## config.mk

```make
export PLATFORM = sky130hd
export DESIGN_NAME = gpio_dual_drive
export DESIGN_NICKNAME = d
export VERILOG_FILES = /design/src/rtl/gpio_dual_pkg.sv /design/src/rtl/gpio_alias_decode.sv /design/src/rtl/gpio_op_apply.sv /design/src/rtl/gpio_dual_drive.sv
export SDC_FILE = /design/constraint.sdc
export NUM_CORES = 1
export LEC_CHECK = 0
export ABC_CLOCK_PERIOD_IN_PS = 3000
export BUFFER_PORTS_ARGS = -buffer_cell sky130_fd_sc_hd__buf_2
export CAP_MARGIN = 20
export CORE_MARGIN = 2
export CORE_UTILIZATION = 56
export DETAILED_ROUTE_END_ITERATION = 16
export GPL_TIMING_DRIVEN = 0
export PLACE_DENSITY = 0.95
export SYNTH_ARGS = -nofsm -noshare
export SYNTH_HDL_FRONTEND = slang
export SYNTH_SLANG_ARGS = --single-unit
```

## constraint.sdc

```tcl
create_clock -name clk -period 3 [get_ports clk]
set_input_delay 0.15 -clock clk [delete_from_list [all_inputs] [get_ports clk]]
set_output_delay 0.15 -clock clk [all_outputs]
set_load 0.02 [all_outputs]
```

## src/rtl/gpio_dual_pkg.sv

```systemverilog
// Package: operation codes shared by the alias decoder, the update stage
// and the top. Assumes a four-word alias window per master.
package gpio_dual_pkg;
    typedef enum logic [1:0] {
        OP_PLAIN = 2'b00,
        OP_FLIP  = 2'b01,
        OP_SET   = 2'b10,
        OP_CLR   = 2'b11
    } wr_op_e;
endpackage

```

## src/rtl/gpio_alias_decode.sv

```systemverilog
// Module: turns one master's raw write port into an enable, an operation
// and a pin mask. Assumes the operation code sits at address bits
// [OP_LSB+1:OP_LSB]; all other address bits and the data bits above
// NUM_PINS are ignored.
module gpio_alias_decode
    import gpio_dual_pkg::*;
#(
    parameter int ADDR_W   = 4,
    parameter int OP_LSB   = 2,
    parameter int BUS_W    = 32,
    parameter int NUM_PINS = 30
) (
    input  logic                wr_valid,
    input  logic [ADDR_W-1:0]   wr_addr,
    input  logic [BUS_W-1:0]    wr_data,
    output logic                upd_en,
    output wr_op_e              upd_op,
    output logic [NUM_PINS-1:0] upd_mask
);
    localparam int OP_W = 2;

    // Pass the strobe through and slice out the operation and the pin bits.
    always_comb begin
        upd_en   = wr_valid;
        upd_op   = wr_op_e'(wr_addr[OP_LSB +: OP_W]);
        upd_mask = wr_data[NUM_PINS-1:0];
    end

    // Fold the ignored address and data bits into sinks, so that leaving
    // them out is visibly deliberate.
    logic unused_addr_bits;
    logic unused_data_bits;
    generate
        if (OP_LSB > 0) begin : g_low_addr
            if (ADDR_W > OP_LSB + OP_W) begin : g_both
                assign unused_addr_bits = ^{wr_addr[ADDR_W-1:OP_LSB+OP_W], wr_addr[OP_LSB-1:0]};
            end else begin : g_low_only
                assign unused_addr_bits = ^wr_addr[OP_LSB-1:0];
            end
        end else if (ADDR_W > OP_W) begin : g_high_addr
            assign unused_addr_bits = ^wr_addr[ADDR_W-1:OP_W];
        end else begin : g_no_addr
            assign unused_addr_bits = 1'b0;
        end
        if (BUS_W > NUM_PINS) begin : g_high_data
            assign unused_data_bits = ^wr_data[BUS_W-1:NUM_PINS];
        end else begin : g_no_data
            assign unused_data_bits = 1'b0;
        end
    endgenerate
endmodule

```

## src/rtl/gpio_op_apply.sv

```systemverilog
// Module: applies one master's update to an incoming pin vector. It is
// purely combinational. Assumes the update is skipped when upd_en is low.
module gpio_op_apply
    import gpio_dual_pkg::*;
#(
    parameter int NUM_PINS = 30
) (
    input  logic [NUM_PINS-1:0] cur_val,
    input  logic                upd_en,
    input  wr_op_e              upd_op,
    input  logic [NUM_PINS-1:0] upd_mask,
    output logic [NUM_PINS-1:0] nxt_val
);
    // Select the new value for the enabled operation.
    always_comb begin
        nxt_val = cur_val;
        if (upd_en) begin
            unique case (upd_op)
                OP_PLAIN: nxt_val = upd_mask;
                OP_FLIP:  nxt_val = cur_val ^ upd_mask;
                OP_SET:   nxt_val = cur_val | upd_mask;
                OP_CLR:   nxt_val = cur_val & ~upd_mask;
                default:  nxt_val = cur_val;
            endcase
        end
    end
endmodule

```

## src/rtl/gpio_dual_drive.sv

```systemverilog
// Module: GPIO output-level register shared by two masters. The update
// stages are chained in master order, so master 0's result feeds master
// 1's stage, and the end of the chain loads the register. Assumes a
// synchronous active-low reset and a single clock for both masters.
module gpio_dual_drive
    import gpio_dual_pkg::*;
#(
    parameter int NUM_PINS = 30,
    parameter int BUS_W    = 32,
    parameter int ADDR_W   = 4,
    parameter int OP_LSB   = 2
) (
    input  logic                clk,
    input  logic                rst_n,
    input  logic                m0_wr_valid,
    input  logic [ADDR_W-1:0]   m0_wr_addr,
    input  logic [BUS_W-1:0]    m0_wr_data,
    input  logic                m1_wr_valid,
    input  logic [ADDR_W-1:0]   m1_wr_addr,
    input  logic [BUS_W-1:0]    m1_wr_data,
    output logic [BUS_W-1:0]    rd_data,
    output logic [NUM_PINS-1:0] pad_out
);
    localparam int NUM_MASTERS = 2;
    localparam int PAD_W       = BUS_W - NUM_PINS;

    logic                          port_valid [NUM_MASTERS];
    logic [ADDR_W-1:0]             port_addr  [NUM_MASTERS];
    logic [BUS_W-1:0]              port_data  [NUM_MASTERS];
    logic                          dec_en     [NUM_MASTERS];
    wr_op_e                        dec_op     [NUM_MASTERS];
    logic [NUM_PINS-1:0]           dec_mask   [NUM_MASTERS];
    logic [NUM_PINS-1:0]           chain      [NUM_MASTERS+1];
    logic [NUM_PINS-1:0]           level_q;

    // Gather the per-master ports into arrays indexed by master number.
    always_comb begin
        port_valid[0] = m0_wr_valid;
        port_addr[0]  = m0_wr_addr;
        port_data[0]  = m0_wr_data;
        port_valid[1] = m1_wr_valid;
        port_addr[1]  = m1_wr_addr;
        port_data[1]  = m1_wr_data;
    end

    assign chain[0] = level_q;

    generate
        for (genvar gi = 0; gi < NUM_MASTERS; gi++) begin : g_master
            gpio_alias_decode #(
                .ADDR_W   (ADDR_W),
                .OP_LSB   (OP_LSB),
                .BUS_W    (BUS_W),
                .NUM_PINS (NUM_PINS)
            ) dec_i (
                .wr_valid (port_valid[gi]),
                .wr_addr  (port_addr[gi]),
                .wr_data  (port_data[gi]),
                .upd_en   (dec_en[gi]),
                .upd_op   (dec_op[gi]),
                .upd_mask (dec_mask[gi])
            );
            gpio_op_apply #(
                .NUM_PINS (NUM_PINS)
            ) app_i (
                .cur_val  (chain[gi]),
                .upd_en   (dec_en[gi]),
                .upd_op   (dec_op[gi]),
                .upd_mask (dec_mask[gi]),
                .nxt_val  (chain[gi+1])
            );
        end
    endgenerate

    // Load the chained result, or clear it during reset.
    always_ff @(posedge clk) begin
        if (!rst_n) level_q <= '0;
        else        level_q <= chain[NUM_MASTERS];
    end

    // Drive the pads and the read port straight from the register flops.
    always_comb begin
        pad_out = level_q;
        rd_data = {{PAD_W{1'b0}}, level_q};
    end

    // reset wins over any write in the same cycle.
    p_reset_clear_r1: assert property (@(posedge clk)
        !rst_n |=> (pad_out == '0));

    // a master 1 plain write decides the new value on its own.
    p_m1_plain_wins_r8: assert property (@(posedge clk) disable iff (!rst_n)
        (m1_wr_valid && m1_wr_addr[OP_LSB +: 2] == 2'b00)
        |=> (pad_out == $past(m1_wr_data[NUM_PINS-1:0])));

    // a lone master 0 set leaves every masked bit high.
    p_set_lone_r3: assert property (@(posedge clk) disable iff (!rst_n)
        (m0_wr_valid && !m1_wr_valid && m0_wr_addr[OP_LSB +: 2] == 2'b10)
        |=> ((pad_out & $past(m0_wr_data[NUM_PINS-1:0])) == $past(m0_wr_data[NUM_PINS-1:0])));

    // a lone master 0 clear leaves every masked bit low.
    p_clr_lone_r4: assert property (@(posedge clk) disable iff (!rst_n)
        (m0_wr_valid && !m1_wr_valid && m0_wr_addr[OP_LSB +: 2] == 2'b11)
        |=> ((pad_out & $past(m0_wr_data[NUM_PINS-1:0])) == '0));

    // with no write the pads keep their level.
    p_idle_hold_r10: assert property (@(posedge clk) disable iff (!rst_n)
        (rst_n && !m0_wr_valid && !m1_wr_valid) |=> $stable(pad_out));

    // the top read bits never carry data.
    p_read_top_zero_r9: assert property (@(posedge clk) disable iff (!rst_n)
        rd_data[BUS_W-1:NUM_PINS] == '0);
endmodule

```

==> metrics.md <==
| Metric | Value |
|---|---|
| Critical path, cell by cell | `inv_1 > ha_1 > mux4_1 > mux2_2 > ha_1 > mux4_2 > nand2_1 > o211a_1` |
| Maximum fanout along the worst path | `5` |
| Vias in the first global route | `a little under 5000` |
| Die W | `between 100 and 150 um` |
| Worst hold slack across all endpoints | `between 200 and 250 ps` |
| Wire length of the first global-routing pass | `approximately 21000 um` |
| Post-route minimum period | `approximately 2600 ps` |
| Fin area | `about 0.0063 mm2` |
| Count of hold buffers inserted by post-cts repair | `0` |
| Critical path data arrival time | `a little under 3000 ps` |
| Number of levels in the clock H-tree | `2` |
| Instance count on the critical path | `8` |
| Synthesis warning total | `0` |
| Adder and majority cell fraction of the synthesized area | `27.7%` |
| Number of flip-flops and latches in the synthesized netlist | `30` |
| Sum of net half-perimeters after detailed placement | `between 10000 and 15000 um` |
| Worst setup EP type | `flop` |
| Worst path most repeated cell | `sky130_fd_sc_hd__ha_1` |
| Maximum number of pins on one net before global-route repair | `12` |
| Overall global routing resource usage | `about a quarter` |
| Net total in the final layout | `a little over 900` |
| Worst vdd rail ir drop | `between 0.15 and 0.2 mV` |
| Power per cell area | `312 mW/mm2` |
| CTS buffer count | `5` |
| Area growth from synthesis to layout | `16.6%` |
| Master of the slowest instance on the critical path | `sky130_fd_sc_hd__mux4_1` |
| Clk buf depth | `2` |
| Finished Layout Cells | `a little under 900` |
| RR Startpoint | `pad_out[6]` |
| Post-place instance area | `between 0.006 and 0.007 mm2` |
| Post-Synthesis Cells | `approximately 610` |
| Fraction of the mapped netlist area in compound gates | `about a tenth` |
| Final number of max-transition violations | `0` |
| Count of buffer and inverter cells on the critical path | `1` |
| Overall power after layout | `slightly below 2 mW` |
| Post-placement setup slack | `~400 ps` |
| Final Wtd Congestion | `between 0.8 and 0.9` |
| Inst Count DP | `roughly 860` |
| Filler Cells Inserted | `roughly 710` |
| TritonRoute pass-1 iters | `5` |
| Final setup slack of the worst path | `approximately 360 ps` |
| Capturing element of the worst setup path | `pad_out[6]` |
| Utilization of the core after routing | `67.7%` |
| Post-synthesis simple-gate area fraction | `between 4 and 5%` |
| Final routed DRC violation total | `0` |
| Largest family of logic cells by synthesized area | `adder cells` |
| Starting DRC count in detailed routing | `190` |
| XOR/XNOR share of the synthesized area | `0%` |
| Worst-case register-to-register setup slack | `approximately 360 ps` |
| Post-synthesis instance area | `approximately 0.0054 mm2` |
| Total I/O pin count | `~140` |
| Die boundary height | `approximately 100 um` |
| Count of clock tree sinks | `30` |
| Port-buffer cells | `around 120` |
| Wire length after detailed routing | `12900 um` |
| Max-capacitance violation count | `0` |
| Resized cells post-CTS | `0` |
| Average wire per cell in the routed design | `approximately 15 um` |
| Starting utilization of the core area | `58.0%` |
| Worst reg2reg endpoint | `pad_out[6]` |
| Placeable core region | `between 0.009 and 0.01 mm2` |
| Max_slew headroom | `50.1%` |
| Clock transition time at the flip-flop clock pins of the worst setup and hold paths | `roughly 80 ps` |
| Clk_lat worst skew | `about 300 ps` |
| Count of distinct cell types in the synthesized netlist | `24` |
| Final-report hold violation count | `0` |
| Worst reg-to-reg path cell count | `8` |
| Number of nets still failing antenna checks after routing | `0` |
| Startpoint type of the worst setup path | `flop` |
| Syn_area_per_cell | `slightly below 9 um2` |
| Share of cells above drive strength 1 | `between 30% and 40%` |
| Total die area | `0.0105 mm2` |
| Achievable frequency | `about 380 MHz` |
| Count of inserted antenna diode cells | `0` |
| Number of antenna violations at the first check in global routing | `0` |
| Row Count | `35` |
| Multiplexer area fraction after synthesis | `between 20 and 25%` |
| Timing startpoint of the critical path | `pad_out[6]` |
| Family with the most delay on the worst path | `multiplexers` |
| Number of flip-flops under the largest register name | `30` |
| CTS Root Buffer Type | `sky130_fd_sc_hd__clkbuf_8` |
| Routed via count | `~4700` |
| Period Utilization, post-route | `roughly nine tenths` |
| Aggregate negative setup slack | `0 ps` |
| Setup violators final | `0` |
| CTS tree | `done` |
| Outcome | `finished clean` |
| Static leakage power | `3.70 nW` |
| Setup Buffers After CTS | `0` |
| Critical Setup Path Class | `flop to flop` |
| Transition time at the pin with the least slew margin | `between 700 and 800 ps` |
| Slowest cell delay on critical path | `approximately 520 ps` |
| GRT overflow | `0` |
| Fin Clk Skew | `0 ps` |
| Unrepaired setup endpoints after global routing | `no` |
| Vias per cell | `5.36` |
| Worst Path Required | `~3300 ps` |
| Worst min-delay path category | `input port to flop` |
| Fraction of the yosys area taken by sequential cells | `between 10% and 20%` |
==> cell families after synthesis <==
kind of cell | Yosys count
mux | 72
other cells | 1
compound gates | 78
simple gates | 52
flops | 30
buf+inv | 254
fa+ha+maj | 120
==> power breakdown <==
group          switching, mW  leakage [nW]  internal [mW]  total [mW]
clock                  0.192        0.0504          0.247       0.440
combinational          0.523          3.40          0.513        1.04
sequential            0.0541         0.249          0.440       0.494
total                  0.770          3.70           1.20        1.97
==> cells in the mapped netlist <==
master | count | area share, %
sky130_fd_sc_hd__nand2_1 | 31 | 2.1
sky130_fd_sc_hd__mux2i_1 | 12 | 2.2
sky130_fd_sc_hd__mux2_2 | 15 | 3.1
sky130_fd_sc_hd__o211a_1 | 18 | 3.3
sky130_fd_sc_hd__buf_1 | 2 | 0.14
sky130_fd_sc_hd__buf_6 | 2 | 0.42
sky130_fd_sc_hd__nand3_1 | 6 | 0.55
sky130_fd_sc_hd__buf_8 | 1 | 0.28
sky130_fd_sc_hd__and2_1 | 1 | 0.12
sky130_fd_sc_hd__o21ai_0 | 18 | 1.7
sky130_fd_sc_hd__ha_1 | 120 | 28
sky130_fd_sc_hd__o22ai_1 | 24 | 2.8
sky130_fd_sc_hd__nand2b_1 | 14 | 1.6
sky130_fd_sc_hd__clkbuf_1 | 12 | 0.83
sky130_fd_sc_hd__mux4_1 | 8 | 3.9
sky130_fd_sc_hd__conb_1 | 1 | 0.069
sky130_fd_sc_hd__mux2_4 | 3 | 0.83
sky130_fd_sc_hd__buf_4 | 63 | 8.7
sky130_fd_sc_hd__dfxtp_1 | 30 | 11
sky130_fd_sc_hd__o211ai_1 | 6 | 0.83
sky130_fd_sc_hd__a21oi_1 | 12 | 1.1
sky130_fd_sc_hd__inv_1 | 162 | 11
sky130_fd_sc_hd__buf_2 | 12 | 1.1
sky130_fd_sc_hd__mux4_2 | 34 | 14
==> metal layers <==
metal / part of all wire [%] / global-route usage, % / wire length [um]
met1: 37 / 27.6 / 4760
met2: 51 / 47.5 / 6580
met3: 9.4 / 5.27 / 1220
met4: 2.7 / 11.9 / 354
met5: 0 / 0 / 0
==> worst reg2reg max path: cells and delay by family (launching register included) <==
kind | cells | cell delay, ps
fa+ha+maj | 2 | 550
compound gates | 1 | 150
mux | 3 | 1310
buf+inv | 1 | 70
simple gates | 1 | 80
flops | 1 | 420
==> cell type report <==
cell class / count / area (um2) / share of cell area, %
Buffer: 92 / 623 / 9.87
Clock buffer: 5 / 68.8 / 1.09
Clock inverter: 3 / 45.0 / 0.714
Inverter: 162 / 608 / 9.63
Multi-Input combinational cell: 324 / 3580 / 56.8
Sequential cell: 30 / 601 / 9.51
Tap cell: 129 / 161 / 2.56
Timing Repair Buffer: 124 / 621 / 9.83
==> cells in the final DEF, fill, tap and decap left out, drive strengths merged <==
cell type and instances:
conb 2, o22ai 24, and2 1, nand2b 14
a21oi 12, ha 120, buf 204, nand2 31
inv 162, o21ai 18, nand3 6, clkinvlp 2
clkbuf 17, dfxtp 30, mux2 18, o211ai 6
bufinv 1, o211a 18, mux2i 12, mux4 42
==> worst min path at each step <==
stage | from | to | slack [ps] | cells past startpoint
floorplan | rst_n | pad_out[12] | 360 | 2
global placement | m1_wr_valid | pad_out[13] | 520 | 3
detailed placement | rst_n | pad_out[13] | 520 | 3
CTS | rst_n | pad_out[13] | 210 | 3
global route | rst_n | pad_out[12] | 230 | 3
finish | rst_n | pad_out[12] | 220 | 3
Power figures use the tool's default switching activity.
